### src/rtl/cfg_loader_pkg.sv
package cfg_loader_pkg;

    typedef enum logic [2:0] {
        ST_IDLE    = 3'd0,
        ST_INIT    = 3'd1,
        ST_LOAD    = 3'd2,
        ST_EARLY   = 3'd3,
        ST_RELEASE = 3'd4
    } ld_state_e;

endpackage

### src/rtl/cfg_clk_div.sv
module cfg_clk_div #(
    parameter int RATIO = 4
) (
    input  logic clk,
    input  logic rst_n,
    input  logic run,
    output logic cfg_clk,
    output logic rise_next
);
    localparam int HALF = RATIO / 2;
    localparam int CW   = (RATIO > 2) ? $clog2(RATIO) : 1;

    typedef struct packed {
        logic [CW-1:0] phase;
    } div_t;

    div_t cur_q, nxt_d;

    always_comb begin
        nxt_d = cur_q;
        if (!run) begin
            nxt_d.phase = '0;
        end else if (cur_q.phase == CW'(RATIO - 1)) begin
            nxt_d.phase = '0;
        end else begin
            nxt_d.phase = cur_q.phase + CW'(1);
        end
    end

    always_ff @(posedge clk or negedge rst_n) begin
        if (!rst_n) cur_q <= '0;
        else        cur_q <= nxt_d;
    end

    // High half of the period is the upper half of the phase range
    assign cfg_clk   = run && (cur_q.phase >= CW'(HALF));
    // The next edge is the one on which cfg_clk rises
    assign rise_next = run && (cur_q.phase == CW'(HALF - 1));

endmodule

### src/rtl/cfg_word_pack.sv
module cfg_word_pack #(
    parameter int WORD_W = 8
) (
    input  logic              clk,
    input  logic              rst_n,
    input  logic              clear,
    input  logic              shift,
    input  logic              last,
    input  logic              din,
    output logic [WORD_W-1:0] word,
    output logic              valid
);
    localparam int CW = $clog2(WORD_W);

    typedef struct packed {
        logic [WORD_W-1:0] sr;
        logic [CW-1:0]     cnt;
        logic [WORD_W-1:0] word;
        logic              valid;
    } pack_t;

    pack_t cur_q, nxt_d;
    logic [WORD_W-1:0] merged;
    logic [CW-1:0]     pad;

    always_comb begin
        nxt_d       = cur_q;
        nxt_d.valid = 1'b0;
        merged      = {cur_q.sr[WORD_W-2:0], din};
        pad         = CW'(WORD_W - 1) - cur_q.cnt;
        if (clear) begin
            nxt_d.sr  = '0;
            nxt_d.cnt = '0;
        end else if (shift) begin
            if (last || (cur_q.cnt == CW'(WORD_W - 1))) begin
                // Left-align whatever has been collected, zero below
                nxt_d.word  = merged << pad;
                nxt_d.valid = 1'b1;
                nxt_d.sr    = '0;
                nxt_d.cnt   = '0;
            end else begin
                nxt_d.sr  = merged;
                nxt_d.cnt = cur_q.cnt + CW'(1);
            end
        end
    end

    always_ff @(posedge clk or negedge rst_n) begin
        if (!rst_n) cur_q <= '0;
        else        cur_q <= nxt_d;
    end

    assign word  = cur_q.word;
    assign valid = cur_q.valid;

endmodule

### src/rtl/cfg_load_seq.sv
module cfg_load_seq
    import cfg_loader_pkg::*;
#(
    parameter int INIT_CYCLES = 16,
    parameter int BIT_COUNT   = 197696
) (
    input  logic clk,
    input  logic rst_n,
    input  logic start,
    input  logic rise_next,
    output logic run,
    output logic init_n,
    output logic done,
    output logic io_active,
    output logic shift,
    output logic last
);
    localparam int IW = $clog2(INIT_CYCLES + 1);
    localparam int BW = $clog2(BIT_COUNT + 1);

    typedef struct packed {
        ld_state_e     st;
        logic [IW-1:0] icnt;
        logic [BW-1:0] bcnt;
    } seq_t;

    seq_t cur_q, nxt_d;

    always_comb begin
        nxt_d = cur_q;
        unique case (cur_q.st)
            ST_IDLE: ;
            ST_INIT: begin
                if (cur_q.icnt == IW'(INIT_CYCLES - 1)) begin
                    nxt_d.st   = ST_LOAD;
                    nxt_d.bcnt = '0;
                end else begin
                    nxt_d.icnt = cur_q.icnt + IW'(1);
                end
            end
            ST_LOAD: begin
                if (rise_next) begin
                    nxt_d.bcnt = cur_q.bcnt + BW'(1);
                    if (cur_q.bcnt == BW'(BIT_COUNT - 1)) nxt_d.st = ST_EARLY;
                end
            end
            ST_EARLY: begin
                // One more full configuration clock period before release
                if (rise_next) nxt_d.st = ST_RELEASE;
            end
            ST_RELEASE: ;
            default: nxt_d.st = ST_IDLE;
        endcase
        if (start) begin
            nxt_d.st   = ST_INIT;
            nxt_d.icnt = '0;
            nxt_d.bcnt = '0;
        end
    end

    always_ff @(posedge clk or negedge rst_n) begin
        if (!rst_n) cur_q <= '{st: ST_IDLE, icnt: '0, bcnt: '0};
        else        cur_q <= nxt_d;
    end

    assign run       = (cur_q.st == ST_LOAD) || (cur_q.st == ST_EARLY);
    assign init_n    = (cur_q.st != ST_IDLE) && (cur_q.st != ST_INIT);
    assign done      = (cur_q.st == ST_EARLY) || (cur_q.st == ST_RELEASE);
    assign io_active = (cur_q.st == ST_RELEASE);
    assign shift     = (cur_q.st == ST_LOAD) && rise_next;
    assign last      = shift && (cur_q.bcnt == BW'(BIT_COUNT - 1));

endmodule

### src/rtl/cfg_serial_loader.sv
module cfg_serial_loader #(
    parameter int CLK_RATIO   = 4,
    parameter int INIT_CYCLES = 16,
    parameter int BIT_COUNT   = 197696,
    parameter int WORD_W      = 8
) (
    input  logic              clk,
    input  logic              rst_n,
    input  logic              start,
    input  logic              ser_din,
    output logic              cfg_clk,
    output logic              init_n,
    output logic              done,
    output logic              io_active,
    output logic [WORD_W-1:0] word_data,
    output logic              word_valid
);
    logic run;
    logic rise_next;
    logic shift;
    logic last;

    cfg_load_seq #(
        .INIT_CYCLES (INIT_CYCLES),
        .BIT_COUNT   (BIT_COUNT)
    ) u_seq (
        .clk       (clk),
        .rst_n     (rst_n),
        .start     (start),
        .rise_next (rise_next),
        .run       (run),
        .init_n    (init_n),
        .done      (done),
        .io_active (io_active),
        .shift     (shift),
        .last      (last)
    );

    cfg_clk_div #(
        .RATIO (CLK_RATIO)
    ) u_div (
        .clk       (clk),
        .rst_n     (rst_n),
        .run       (run),
        .cfg_clk   (cfg_clk),
        .rise_next (rise_next)
    );

    cfg_word_pack #(
        .WORD_W (WORD_W)
    ) u_pack (
        .clk   (clk),
        .rst_n (rst_n),
        .clear (start),
        .shift (shift),
        .last  (last),
        .din   (ser_din),
        .word  (word_data),
        .valid (word_valid)
    );

endmodule

### config.mk
export PLATFORM = sky130hd
export DESIGN_NAME = cfg_serial_loader
export DESIGN_NICKNAME = d
export VERILOG_FILES = /design/src/rtl/cfg_loader_pkg.sv /design/src/rtl/cfg_clk_div.sv /design/src/rtl/cfg_word_pack.sv /design/src/rtl/cfg_load_seq.sv /design/src/rtl/cfg_serial_loader.sv
export SDC_FILE = /design/constraint.sdc
export NUM_CORES = 1
export LEC_CHECK = 0
export ABC_AREA = 1
export ABC_CLOCK_PERIOD_IN_PS = 1800
export BUFFER_PORTS_ARGS = -buffer_cell sky130_fd_sc_hd__buf_4
export CAP_MARGIN = 25
export CORE_ASPECT_RATIO = 0.5
export CORE_MARGIN = 3
export CORE_UTILIZATION = 40
export DETAILED_ROUTE_END_ITERATION = 12
export GPL_TIMING_DRIVEN = 0
export SLEW_MARGIN = 20
export SYNTH_ARGS = -nofsm -noshare
export SYNTH_HDL_FRONTEND = slang
export SYNTH_HIERARCHICAL = 1
export SYNTH_SLANG_ARGS = --single-unit
export TNS_END_PERCENT = 10
### constraint.sdc
create_clock -name clk -period 1.8 [get_ports clk]
set_input_delay 0 -clock clk [delete_from_list [all_inputs] [get_ports clk]]
set_output_delay 0 -clock clk [all_outputs]
set_load 0.02 [all_outputs]
## Yosys cells after proc, flatten, opt, wreduce, memory -nomap -nowiden

Cells that the tools add are included.

| storage, ports and cells | value |
|---|---|
| register bits after elaboration | 47 |
| output and inout port bits | 13 |

| operators by class | value |
|---|---|
| add/subtract/negate cells | 5 |
| magnitude comparators | 1 |
| eq/ne operators | 16 |
| shift-type cells | 1 |
| mux-type cells | 18 |
| bitwise gates (word level) | 1 |
| reduce and logical (&&, ||, !) cells | 18 |

Operator list:

| operator | number |
|---|---|
| $mux 18 | 2 |
| $pmux 18 s2 | 1 |
| $mux 26 | 1 |
| $mux 10 | 2 |
| $mux 19 | 1 |
| $add 18x1->18 const B | 1 |
| $eq 18x18->1 const B | 1 |
| $mux 3 | 4 |
| $pmux 3 s4 | 1 |
| $mux 5 | 2 |
| $mux 9 | 1 |
| $ne 3x2->1 const B | 3 |
| $shl 8x3->8 | 1 |
| $eq 3x2->1 const B | 2 |
| $eq 3x3->1 const B | 2 |
| $reduce_and 3->1 | 2 |
| $reduce_bool 3->1 | 2 |
| $add 5x1->5 const B | 1 |
| $eq 5x4->1 const B | 1 |
| $logic_and 1x1->1 | 5 |
| $reduce_and 5->1 | 1 |
| $mux 2 | 2 |
| $reduce_bool 2->1 | 2 |
| $add 3x1->3 const B | 1 |
| 16 further kinds | 18 |

## Logic depth before layout (Yosys ltp)

| depth | value |
|---|---|
| depth in word-level cells | 9 |
| gate-level depth with buffers | 13 |
| mapped depth without buffers | 13 |

## Modules after synthesis

Netlist, hierarchy kept.

Modules (own cells, without submodules):

| module | times used | cells each | area an instance (sq um) | seq. area each (sq um) |
|---|---|---|---|---|
| cfg_load_seq | 1 | 233 | 1,664.1 | 650.6 |
| cfg_word_pack | 1 | 135 | 1,077.3 | 475.5 |
| cfg_clk_div | 1 | 14 | 112.6 | 50.0 |

## Least setup slack after synthesis

No wires, ideal clock.

| timing path | value |
|---|---|
| path kind | register -> register |
| start point | register u_seq/cur_q[0] (netlist name) |
| end point | register u_pack.cur_q, in the netlist u_pack/word[0] |
| library setup time | 74 ps |
| arrival | 1,679 ps |
| required time | 1,726 ps |
| slack | 47 ps |
| stages on the path, launching flop included | 12 |
| buffers on the path | 0 |
| cells stage by stage | dfrtp_1 > ha_1 > nand3_1 > inv_1 > nand4_1 > nor3_1 > nor2_4 > inv_2 > nand2_4 > nor2_8 > inv_2 > o21ai_2 |

| between the ends | value |
|---|---|
| cells in the longest elaborated chain, start to end | 4 |

RTL lines:

| item | line | text |
|---|---|---|
| start: declaration | cfg_load_seq.sv:27 | `seq_t cur_q, nxt_d;` |
| start signal: assignment | cfg_load_seq.sv:62 | `if (!rst_n) cur_q <= '{st: ST_IDLE, icnt: '0, bcnt: '0};` |
| start signal: assignment | cfg_load_seq.sv:63 | `else cur_q <= nxt_d;` |
| $eq 18x18->1 | cfg_load_seq.sv:71 | `assign last = shift && (cur_q.bcnt == BW'(BIT_COUNT - 1));` |
| $logic_and 1x1->1 | cfg_load_seq.sv:71 |  |
| named net last | cfg_serial_loader.sv:21 | `logic last;` |
| $logic_or 1x1->1 | cfg_word_pack.sv:35 | `if (last \|\| (cur_q.cnt == CW'(WORD_W - 1))) begin` |
| $reduce_and 3->1 (no source line) | n/a |  |
| end signal: assignment | cfg_word_pack.sv:50 | `else cur_q <= nxt_d;` |
| end: declaration | cfg_word_pack.sv:22 | `pack_t cur_q, nxt_d;` |

The timed path passes the listed nets, and every way through them passes these cells.
A chain may end at the register's enable or synchronous reset.

## Worst setup path in the final report

| timing path | value |
|---|---|
| start point | register u_seq/cur_q[18] (netlist name) |
| end point | register u_seq/cur_q[0] (netlist name) |

| between the ends | value |
|---|---|
| cells in the longest elaborated chain, start to end | 3 |

RTL lines:

| item | line | text |
|---|---|---|
| $eq 5x4->1 | cfg_load_seq.sv:34 | `if (cur_q.icnt == IW'(INIT_CYCLES - 1)) begin` |
| $ne 3x2->1 (no source line) | n/a |  |
| $reduce_and 3->1 (no source line) | n/a |  |

No other way between the ends.

==> run summary <==
Setup repair after global routing could not meet its margin everywhere. During synthesis, Yosys emitted a total of 6 warnings. Of all cell types, the one taking the most synthesized area is dfrtp_1. By area, the combinational part of the netlist is dominated by simple AND/OR/NAND/NOR gates. The number of standard-cell rows in the floorplan came out at 21. The final setup skew is approximately 0.0057 ns. The global router's overall resource usage is between 15 and 20%. The overall power consumption came out at ~3.5 mW. The number of setup violations in the final report came out at 11.

The run finished, with violations left. The relative area change from synthesis to final layout is 29.2%. In the post-synthesis netlist, the cell with the most instances is nand2_1.

The count of non-filler cells in the finished layout came out at between 500 and 600. The minimum hold slack is 0.0474 ns. The effective utilization at floorplan came out at 41.9%. The number of buffers added by the clock tree synthesis step is 5. The total I/O pin count is 17. The number of register bits inferred by synthesis is 47. Sorting the synthesized cells by how often they occur yields nand2_1, dfrtp_1, nor2_1. Measured on the finished design, the core utilization comes to 54.2%. By area the synthesized netlist is led by dfrtp_1, nand2_1, nand3_1. The final global-route overflow total came out at 0. The number of maximum-capacitance violations is 0.

The sequential element share of the synthesized area is between 40% and 50%. The H-tree was split into 2 levels. The class of the tightest hold or removal check is input pin to flip-flop. The area share of fa/ha/maj cells after synthesis came out at 3.07%. The global-route wire length before repair came out at 11200 um. After detailed routing, the average wire length per cell comes to 12.7 um. At the end of the flow, the number of nets in the layout was 446. The critical path is of the flip-flop to flip-flop type. The synthesized-area fraction occupied by and/or/nand/nor cells is a little over a third. For the worst setup path, the data required time is 1.98 ns. The number of antenna diodes came out at 0. The clock tree root driver cell is clkbuf_16. The final RePlAce weighted congestion is approximately 0.86.

The transition time of the tightest slew-check pin came out at 0.606 ns. In this run, distinct cell masters in the synthesized netlist total 37. In this run the remaining antenna-violating nets after routing total 0. At the placement stage, the worst setup path has a slack of -0.324 ns. Summing the areas of all compound-gate instances in the mapped netlist gives a little under 8% of the synthesized area.

Clock-pin slew was measured on the worst setup and hold paths at ~0.060 ns. The leakage power came out at approximately 1.8 nW. The first-iteration detailed-routing DRC count came out at 149. The buffer levels on the longest clock path came out at 2. The post-detailed-routing wire length came out at 6690 um. The placed wire-length estimate came out at 4420 um. The insertion delay to the later sink of the worst-skew pair is between 0.2 and 0.3 ns. The first detailed-routing pass ran for 5 iterations. The instance area after placement came out at 3090 um^2. The setup TNS after final layout came out at -0.172 ns. The initial antenna violation count is 0. The instance count after placement with tap cells included came out at 490. The core box area came out at 6810 um^2. The setup slack after layout came out at -0.0289 ns. The vias after detailed routing came out at 2653. The number of port buffers is 16.

The post-route netlist has 29.6% of its cells at a drive strength greater than 1. The die is 125 um wide. The count of final max-slew check failures is 0. The signal arrival time at the worst endpoint is between 2 and 2.5 ns. The maximum frequency from static timing analysis came out at between 500 and 600 MHz. The smallest clock period supported by the final layout is computed as 1.83 ns.

The most used flip-flop cell after synthesis is dfrtp_1. The post-synthesis average cell area is 7.47 um^2. The chip height is 65.7 um. The synthesized net count is 393. After layout, the worst path uses 102% of the clock period. The ratio of routed vias to standard cells is between 5 and 6. In the routed design, unresolved DRC markers number 0. The worst-case headroom to the max-slew limit is approximately three fifths.

The share of the synthesized area in the top cell type is roughly two fifths. The worst setup path is captured at a flip-flop. The largest net degree at the start of global routing is between 40 and 50. The worst vdd rail ir drop is 0.391 mV. The cell area that synthesis handed to floorplanning was 2850 um^2.

The post-synthesis cell count is 382. The final reports fail on setup timing. Clock tree synthesis found a total of 47 sinks.

The number of flops mapped to enable cells by yosys is 0. The multiplexer fraction of the synthesized cell area is 0%. TritonCTS built the clock tree.

The number of endpoints with negative hold slack in the final report came out at 0. The area of the die came out at 8250 um^2. The power density over the cells is 942 nW/um^2.

The worst setup path is launched from a flip-flop. In this run the worst path has a maximum fanout of 8. The final non-filler cell area is around 3700 um^2.

Summing the areas of all xor and xnor instances in the mapped netlist gives less than 1% of the synthesized area. The via count of the first global-routing pass is 2505. The share of flip-flops with an asynchronous set or reset after synthesis is 100%.
==> area by class of cell <==
class                      instances  area (um^2)
buffer                            15          123
clock inverter                     2         35.0
sequential                        47         1180
multi-input combinational        270         1510
tap                               92          115
inverter                          50          200
clock buffer                       6          139
fill                             620         3120
timing repair buffer              46          384
==> report_power, final <==
group / switching, mW / leakage, nW / internal, mW
clock network: 0.404 / 0.0868 / 0.691
logic: 0.731 / 1.04 / 0.468
registers: 0.0579 / 0.638 / 1.12
==> routing by layer <==
metal	share of wire [%]	GRT usage [%]	routed length (um)	vias up
li1	-	-	-	1332
met1	46	20.6	3070	1232
met2	47	29.5	3170	71
met3	4.5	4.14	298	18
met4	2.2	6.22	144	0
met5	0	0	0	-
==> path summary, 6_finish.rpt <==
path / startpoint / to / slack [ns] / cells after the start
worst max-delay path: u_seq/cur_q[18] / u_seq/cur_q[0] / -0.03 / 11
worst min-delay path: ser_din / u_pack/cur_q[12] / 0.05 / 3
worst max register to register: u_seq/cur_q[18] / u_seq/cur_q[0] / -0.03 / 11
worst min register to register: u_div/cur_q[0] / u_div/cur_q[0] / 0.47 / 1
max in group asynchronous: rst_n / u_seq/cur_q[15] / 1.10 / 2
min in group asynchronous: rst_n / u_seq/cur_q[16] / 0.26 / 2
==> sequential cells by signal, summed over array words and instances (netlist names) <==
register      count
u_pack/cur_q     10
u_seq/cur_q      26
u_pack/word       8
u_pack/valid      1
u_div/cur_q       2
==> cell usage in the layout (no fill, tap or decap), types with 4 or more instances in the layout <==
master     instances
clkbuf_16          6
nand3_4            5
inv_1             32
nor2_1            42
dfrtp_1           45
nand3_2            4
o22ai_1            7
nand4_1            8
buf_4             49
nor3_1             6
nand3_1           33
a21oi_1            8
nand2_1           97
ha_1               4
inv_2             15
o21ai_0           10
buf_6              4
nand2_2            6
nor2_2             5
nor2_4             4
o21ai_1            5
==> cells by family (layout without fill, tap and decap cells) <==
logic type | Yosys count | in the layout
compound gates | 38 | 38
xor+xnor | 3 | 3
fa+ha+maj | 7 | 7
buf+inv | 65 | 119
flops | 47 | 47
simple gates | 222 | 222
==> repair_timing <==
item / in CTS / in global routing
resized for setup: 19 / 32
pin swaps: 11 / 14
buffers inserted: 22 / 5
hold buffers: 2 / 0
hold endpoints to repair: 48 / 0
endpoints found under the setup margin: 40 / 39
gates cloned: 0 / 1
==> worst max-delay path, cell delays in order (launching register included) <==
cell	delay [ns]
dfrtp_1	0.38
ha_2	0.20
nand2_1	0.06
nor2_1	0.12
ha_2	0.18
inv_2	0.04
nand4_4	0.13
nand3_4	0.16
inv_6	0.14
buf_8	0.14
nand2_1	0.05
o21a_1	0.11
(Power assumes the default switching activity.)
